File: src/rtl/dds_pkg.sv
package dds_pkg;

    // Write port address map
    typedef enum logic [2:0] {
        ADR_TW0_LO  = 3'd0,
        ADR_TW0_HI  = 3'd1,
        ADR_TW1_LO  = 3'd2,
        ADR_TW1_HI  = 3'd3,
        ADR_POFF    = 3'd4,
        ADR_STAGE16 = 3'd5,
        ADR_CMD     = 3'd6,
        ADR_STAGE8  = 3'd7
    } bus_addr_e;

    localparam logic [3:0] CMD_COMMIT = 4'hB;

endpackage

File: src/rtl/dds_ctrl_regs.sv
module dds_ctrl_regs
    import dds_pkg::*;
#(
    parameter int FREQ_W  = 32,
    parameter int PHASE_W = 12,
    parameter int AMP_W   = 10,
    parameter int BUS_W   = 16
) (
    input  logic                     clk,
    input  logic                     rst,
    input  logic                     wr_en,
    input  logic [2:0]               wr_addr,
    input  logic [BUS_W-1:0]         wr_data,
    output logic [FREQ_W-1:0]        tw0,
    output logic [FREQ_W-1:0]        tw1,
    output logic [PHASE_W-1:0]       poff,
    output logic [2*BUS_W-1:0]       stage,
    output logic signed [AMP_W-1:0]  i_word,
    output logic signed [AMP_W-1:0]  q_word
);
    localparam int STG_W = 2 * BUS_W;
    localparam int BYTE_W = 8;

    typedef struct packed {
        logic [FREQ_W-1:0]  tw0;
        logic [FREQ_W-1:0]  tw1;
        logic [PHASE_W-1:0] poff;
        logic [STG_W-1:0]   stage;
        logic [AMP_W-1:0]   i;
        logic [AMP_W-1:0]   q;
    } regs_t;

    regs_t r_d, r_q;

    always_comb begin
        r_d = r_q;
        if (wr_en) begin
            case (bus_addr_e'(wr_addr))
                ADR_TW0_LO:  r_d.tw0[BUS_W-1:0]      = wr_data;
                ADR_TW0_HI:  r_d.tw0[FREQ_W-1:BUS_W] = wr_data[FREQ_W-BUS_W-1:0];
                ADR_TW1_LO:  r_d.tw1[BUS_W-1:0]      = wr_data;
                ADR_TW1_HI:  r_d.tw1[FREQ_W-1:BUS_W] = wr_data[FREQ_W-BUS_W-1:0];
                ADR_POFF:    r_d.poff                = wr_data[PHASE_W-1:0];
                ADR_STAGE16: r_d.stage = {r_q.stage[STG_W-BUS_W-1:0], wr_data};
                ADR_STAGE8:  r_d.stage = {r_q.stage[STG_W-BYTE_W-1:0], wr_data[BYTE_W-1:0]};
                ADR_CMD: begin
                    if (wr_data[BUS_W-1 -: 4] == CMD_COMMIT) begin
                        r_d.i = r_q.stage[BUS_W +: AMP_W];
                        r_d.q = r_q.stage[0 +: AMP_W];
                    end
                end
                default: ;
            endcase
        end
    end

    always_ff @(posedge clk) begin
        if (rst) r_q <= '0;
        else     r_q <= r_d;
    end

    assign tw0    = r_q.tw0;
    assign tw1    = r_q.tw1;
    assign poff   = r_q.poff;
    assign stage  = r_q.stage;
    assign i_word = $signed(r_q.i);
    assign q_word = $signed(r_q.q);

endmodule

File: src/rtl/dds_phase.sv
module dds_phase #(
    parameter int FREQ_W  = 32,
    parameter int PHASE_W = 12
) (
    input  logic               clk,
    input  logic               rst,
    input  logic               fsel,
    input  logic [FREQ_W-1:0]  tw0,
    input  logic [FREQ_W-1:0]  tw1,
    input  logic [PHASE_W-1:0] poff,
    output logic [FREQ_W-1:0]  acc,
    output logic [PHASE_W-1:0] ph_addr
);
    typedef struct packed {
        logic [FREQ_W-1:0]  acc;
        logic [PHASE_W-1:0] ph;
    } phase_t;

    phase_t s_d, s_q;

    always_comb begin
        s_d     = s_q;
        s_d.acc = s_q.acc + (fsel ? tw1 : tw0);
        s_d.ph  = s_q.acc[FREQ_W-1 -: PHASE_W] + poff;
    end

    always_ff @(posedge clk) begin
        if (rst) s_q <= '0;
        else     s_q <= s_d;
    end

    assign acc     = s_q.acc;
    assign ph_addr = s_q.ph;

endmodule

File: src/rtl/dds_wave.sv
module dds_wave #(
    parameter int PHASE_W  = 12,
    parameter int AMP_W    = 10,
    parameter int PH_SHIFT = 0
) (
    input  logic                    clk,
    input  logic                    rst,
    input  logic [PHASE_W-1:0]      ph_addr,
    output logic signed [AMP_W-1:0] wave
);
    localparam int X_W    = PHASE_W - 1;
    localparam int PROD_W = 2 * X_W + 1;
    localparam int HALF   = 2 ** X_W;
    localparam int SHIFT  = 2 * X_W - AMP_W - 1;
    localparam int MAXA   = 2 ** (AMP_W - 1) - 1;

    typedef struct packed {
        logic [AMP_W-1:0] w;
    } wave_t;

    wave_t w_d, w_q;

    logic [PHASE_W-1:0] a;
    logic [X_W-1:0]     x;
    logic [X_W:0]       span;
    logic [PROD_W-1:0]  prod;
    logic [PROD_W-1:0]  mag_full;
    logic [AMP_W-1:0]   mag;

    always_comb begin
        a        = ph_addr + PHASE_W'(PH_SHIFT);
        x        = a[X_W-1:0];
        span     = (X_W+1)'(HALF) - {1'b0, x};
        prod     = PROD_W'(x) * PROD_W'(span);
        mag_full = prod >> SHIFT;
        if (mag_full > PROD_W'(MAXA)) mag = AMP_W'(MAXA);
        else                          mag = mag_full[AMP_W-1:0];
        w_d.w = a[PHASE_W-1] ? (~mag + 1'b1) : mag;
    end

    always_ff @(posedge clk) begin
        if (rst) w_q <= '0;
        else     w_q <= w_d;
    end

    assign wave = $signed(w_q.w);

endmodule

File: src/rtl/dds_mixer.sv
module dds_mixer #(
    parameter int AMP_W = 10
) (
    input  logic                    clk,
    input  logic                    rst,
    input  logic signed [AMP_W-1:0] cos_in,
    input  logic signed [AMP_W-1:0] sin_in,
    input  logic signed [AMP_W-1:0] i_word,
    input  logic signed [AMP_W-1:0] q_word,
    output logic signed [AMP_W-1:0] sample
);
    localparam int P_W  = 2 * AMP_W;
    localparam int T_W  = AMP_W + 1;
    localparam int S_W  = AMP_W + 2;
    localparam logic signed [S_W-1:0] MAXV = S_W'(2 ** (AMP_W - 1) - 1);
    localparam logic signed [S_W-1:0] MINV = -S_W'(2 ** (AMP_W - 1));

    typedef struct packed {
        logic [AMP_W-1:0] smp;
    } mix_t;

    mix_t m_d, m_q;

    logic signed [P_W-1:0] p_i, p_q;
    logic signed [T_W-1:0] t_i, t_q;
    logic signed [S_W-1:0] sum;

    always_comb begin
        p_i = cos_in * i_word;
        p_q = sin_in * q_word;
        t_i = $signed(p_i[P_W-1 -: T_W]);
        t_q = $signed(p_q[P_W-1 -: T_W]);
        sum = S_W'(t_i) + S_W'(t_q);
        m_d = m_q;
        if (sum > MAXV)      m_d.smp = MAXV[AMP_W-1:0];
        else if (sum < MINV) m_d.smp = MINV[AMP_W-1:0];
        else                 m_d.smp = sum[AMP_W-1:0];
    end

    always_ff @(posedge clk) begin
        if (rst) m_q <= '0;
        else     m_q <= m_d;
    end

    assign sample = $signed(m_q.smp);

endmodule

File: src/rtl/dds_fsk_iq.sv
module dds_fsk_iq #(
    parameter int FREQ_W  = 32,
    parameter int PHASE_W = 12,
    parameter int AMP_W   = 10,
    parameter int BUS_W   = 16
) (
    input  logic                    clk,
    input  logic                    rst,
    input  logic                    wr_en,
    input  logic [2:0]              wr_addr,
    input  logic [BUS_W-1:0]        wr_data,
    input  logic                    fsel,
    output logic signed [AMP_W-1:0] sample_out
);
    localparam int NCH     = 2;
    localparam int QUARTER = 2 ** (PHASE_W - 2);

    logic [FREQ_W-1:0]       tw0_w, tw1_w, acc_w;
    logic [PHASE_W-1:0]      poff_w, ph_w;
    logic [2*BUS_W-1:0]      stage_w;
    logic signed [AMP_W-1:0] i_w, q_w;
    logic signed [AMP_W-1:0] wave_w [NCH];

    dds_ctrl_regs #(
        .FREQ_W(FREQ_W), .PHASE_W(PHASE_W), .AMP_W(AMP_W), .BUS_W(BUS_W)
    ) u_regs (
        .clk(clk), .rst(rst), .wr_en(wr_en), .wr_addr(wr_addr), .wr_data(wr_data),
        .tw0(tw0_w), .tw1(tw1_w), .poff(poff_w), .stage(stage_w),
        .i_word(i_w), .q_word(q_w)
    );

    dds_phase #(.FREQ_W(FREQ_W), .PHASE_W(PHASE_W)) u_phase (
        .clk(clk), .rst(rst), .fsel(fsel), .tw0(tw0_w), .tw1(tw1_w),
        .poff(poff_w), .acc(acc_w), .ph_addr(ph_w)
    );

    // channel 0: sine, channel 1: cosine (quarter-turn ahead)
    for (genvar c = 0; c < NCH; c++) begin : g_wave
        dds_wave #(
            .PHASE_W(PHASE_W), .AMP_W(AMP_W), .PH_SHIFT(c * QUARTER)
        ) u_wave (
            .clk(clk), .rst(rst), .ph_addr(ph_w), .wave(wave_w[c])
        );
    end

    dds_mixer #(.AMP_W(AMP_W)) u_mix (
        .clk(clk), .rst(rst), .cos_in(wave_w[1]), .sin_in(wave_w[0]),
        .i_word(i_w), .q_word(q_w), .sample(sample_out)
    );

endmodule

File: config.mk
export PLATFORM = sky130hd
export DESIGN_NAME = dds_fsk_iq
export DESIGN_NICKNAME = d
export VERILOG_FILES = /design/src/rtl/dds_pkg.sv /design/src/rtl/dds_ctrl_regs.sv /design/src/rtl/dds_phase.sv /design/src/rtl/dds_wave.sv /design/src/rtl/dds_mixer.sv /design/src/rtl/dds_fsk_iq.sv
export SDC_FILE = /design/constraint.sdc
export NUM_CORES = 1
export LEC_CHECK = 0
export CAP_MARGIN = 20
export CORE_ASPECT_RATIO = 1.2
export CORE_UTILIZATION = 55
export CTS_CLUSTER_SIZE = 25
export DETAILED_ROUTE_END_ITERATION = 10
export PLACE_DENSITY_LB_ADDON = 0.2
export SETUP_SLACK_MARGIN = 0.2
export SLEW_MARGIN = 10
export SYNTH_ARGS = -nofsm -noshare
export SYNTH_HDL_FRONTEND = slang
export SYNTH_SLANG_ARGS = --single-unit
File: constraint.sdc
create_clock -name clk -period 12.5 [get_ports clk]
set_input_delay 1.25 -clock clk [delete_from_list [all_inputs] [get_ports clk]]
set_output_delay 1.25 -clock clk [all_outputs]
set_load 0.005 [all_outputs]
==> reports/results.tsv <==
stage	metric	value	unit
setup_path	WP data required	12.81	ns
clock_tree	Clock Pin Slew Worst Setup and Hold Paths	0.08	ns
layout	Util after Layout	59.0	%
detailed_routing	drt total wl	52900	µm
floorplanning	Chip Width	190	µm
floorplanning	Initial Util	55.8	%
yosys	Main synth FF type	dfxtp_1	
power	leak pwr	12.4	nW
sta	Worst Tran Pin Value	1.04	ns
global_route	GRT Residual Overflow	0	
detailed_routing	DR vias/cell	5.45	
placed_design	hpwl dp	42700	µm
power	pwr/cell area	70.2	nW/µm²
sta	max_slew headroom	30.6	%
layout	Ant. Diodes	0	
power	Peak supply drop	0.0965	mV
yosys	Synth area leaders	fa_1, dfxtp_1, ha_1	
yosys	post-synth top area share	27.0	%
power	total power	1.73	mW
sta	RSZ-0062 raised after global routing	false	
sta	final setup vio count	0	
setup_path	Crit Path Class	reg2reg	
clock_tree	Post-CTS Setup Bufs	0	
sta	Clock Skew	0.0140	ns
sta	FMAX	111	MHz
setup_path	WP data arrival	9.33	ns
layout	Area Overhead vs Synth	5.71	%
yosys	Post-Synthesis Cells	2650	
sta	Slew Viols, Final	0	
clock_tree	CTS tree	done	
global_route	GR Util All Layers	25.9	%
yosys	post-synth top area cell	fa_1	
clock_tree	Longest Clk Path Bufs	2	
clock_tree	cts bufs inserted	17	
detailed_routing	DRC errors left	0	
detailed_routing	antenna-violating nets left	0	
status	outcome	finished clean	
yosys	most numerous cell in the Yosys netlist	inv_1	
setup_path	crit-path max FO	20	
clock_tree	root buffer cell	clkbuf_16	
detailed_routing	TritonRoute pass-1 iters	5	
sta	Final min period	9.02	ns
clock_tree	TritonCTS Sinks	196	
yosys	synth warn	0	
floorplanning	I/O Pins	33	
global_route	largest net degree at the start of global routing	101	
yosys	syn avg cell area	8.82	µm²
hold_path	Hold Crit Class	reg2reg	
floorplanning	num rows	82	
detailed_routing	1st-iter DRT viols	763	
placed_design	Setup Slack @ Placement	3.58	ns
layout	Reg area	3920	µm²
clock_tree	Clock Latency Late Sink	0.46	ns
clock_tree	H-tree depth	4	
layout	fraction of layout cells with a size suffix above 1	3.99	%
detailed_routing	Vias	17300	
yosys	sequential cell area fraction in the yosys report	16.8	%
floorplanning	Core ar.	41900	µm²
setup_path	Startpoint Class	flop	
clock_tree	CTS Hold Bufs	0	
yosys	Synth Cell Area	23400	µm²
global_route	number of global-route vias before repair	18700	
floorplanning	Die Ht	228	µm
detailed_routing	DR WL/cell	16.6	µm
layout	fin nets	3216	
setup_path	Worst Setup End Kind	flop	
clock_tree	Post-CTS Resized	0	
yosys	asr flop ratio synth	0	%
sta	final setup TNS	0	ns
sta	final period utilization	72.1	%
sta	final hold viol count	0	
layout	multi-input logic area	17600	µm²
placed_design	gpl congestion	0.907	
global_route	first-pass GRT wire length	90300	µm
yosys	number of flops mapped to enable cells by yosys	0	
run	Max Cap Viol	0	
yosys	Yosys cell types	78	
layout	post-route cell area	24700	µm²
floorplanning	die area	43300	µm²
placed_design	Placed Area	24100	µm²
placed_design	Port Buffers	32	
sta	final setup margin	3.48	ns
layout	Layout fillers	3745	
global_route	antenna violations before repair	0	
yosys	Synth Register Bits	196	
yosys	Post-synth top cells	inv_1, nand2_1, fa_1	
==> metal layers <==
| layer | up-vias | share of wire [%] | track usage (%) |
|---|---|---|---|
| met2 | 351 | 51 | 46.3 |
| met3 | 82 | 3.8 | 2.65 |
| met5 | - | 0 | 0 |
| met1 | 8530 | 43 | 32.6 |
| met4 | 0 | 2.3 | 7.83 |
| li1 | 8371 | - | - |
==> final cells by class <==
class	count	share of cell area (%)
Multi-Input combinational cell	1968	71.2
Timing Repair Buffer	39	1.56
Inverter	398	6.05
Tap cell	546	2.77
Clock inverter	15	0.770
Sequential cell	196	15.9
Clock buffer	17	1.72
==> stage by stage <==
stage               hold WS [ns]  std cells
detailed placement         0.446       3146
CTS                        0.458       3178
global route               0.474       3179
finish                     0.454       3179
global placement           0.438       3145
floorplan                  0.433       2670
==> report_power, final <==
part | total [mW] | internal, mW | switching [mW] | leakage, nW
Clock | 0.574 | 0.278 | 0.296 | 0.301
Sequential | 0.703 | 0.650 | 0.0535 | 1.59
Combinational | 0.457 | 0.175 | 0.282 | 10.5
==> registers in the layout, indices dropped and copies added (netlist names) <==
signal / count
u_regs.i_word: 10
u_phase.acc: 32
u_regs.tw0: 32
u_regs.poff: 12
g_wave.u_wave.wave: 20
u_phase.ph_addr: 12
u_regs.stage: 26
u_mix.sample: 10
u_regs.tw1: 32
u_regs.q_word: 10
==> layout by cell type (no fill, tap or decap), types with 8 or more instances in the layout <==
cell type | netlist | routed
a211oi_1 | 30 | 30
a21o_1 | 31 | 31
a21oi_1 | 147 | 147
a31oi_1 | 11 | 11
and2_1 | 97 | 97
and3_1 | 11 | 11
clkbuf_16 | 0 | 17
clkdlybuf4s50_1 | 0 | 31
conb_1 | 2 | 22
dfxtp_1 | 196 | 196
fa_1 | 315 | 315
ha_1 | 258 | 258
inv_1 | 394 | 394
mux2_2 | 31 | 31
mux2i_1 | 45 | 45
nand2_1 | 319 | 319
nand2b_1 | 55 | 55
nand3_1 | 22 | 22
nand4_1 | 10 | 10
nor2_1 | 204 | 204
nor2b_1 | 48 | 48
nor3_1 | 35 | 34
o21a_1 | 24 | 24
o21ai_0 | 29 | 29
o31ai_1 | 8 | 8
or2_2 | 14 | 14
xnor2_1 | 72 | 72
xor2_1 | 32 | 32
==> cells by family (layout without fill, tap and decap cells) <==
group,count (synthesis),after routing,share of synthesized area (%)
compound gates,345,345,9.69
simple gates,847,847,17.0
xor+xnor,105,105,4.00
flops,196,196,16.8
mux,76,76,3.42
fa+ha+maj,573,573,40.8
buf+inv,506,469,8.26
other cells,2,22,0.0321
==> worst paths after layout <==
check	startpoint	cells past startpoint	slack (ns)	endpoint
max	u_phase.ph_addr[0]	27	3.48	g_wave[1].u_wave.wave[6]
min	u_regs.tw1[15]	2	0.45	u_regs.tw1[15]
max reg2reg	u_phase.ph_addr[0]	27	3.48	g_wave[1].u_wave.wave[6]
min reg2reg	u_regs.tw1[15]	2	0.45	u_regs.tw1[15]
==> critical path, stage by stage, from the launching register on <==
cell and delay, ns:
dfxtp_1 0.64, clkinv_1 0.39, ha_1 0.33, nor3b_1 0.16
nand2b_1 0.15, nor4_1 0.07, nor3b_1 0.21, ha_1 0.70
nor2b_1 0.14, fa_1 0.55, fa_1 0.45, fa_1 0.53
fa_1 0.49, ha_1 0.32, ha_1 0.41, a21oi_1 0.39
o21ai_0 0.15, a2111oi_0 0.53, o31ai_1 0.20, a21oi_1 0.21
xnor2_1 0.15, nand3_2 0.32, nor2b_1 0.26, ha_1 0.19
or3b_4 0.41, o41ai_4 0.30, xnor2_1 0.15, nor2_1 0.05
(Power assumes the default switching activity.)
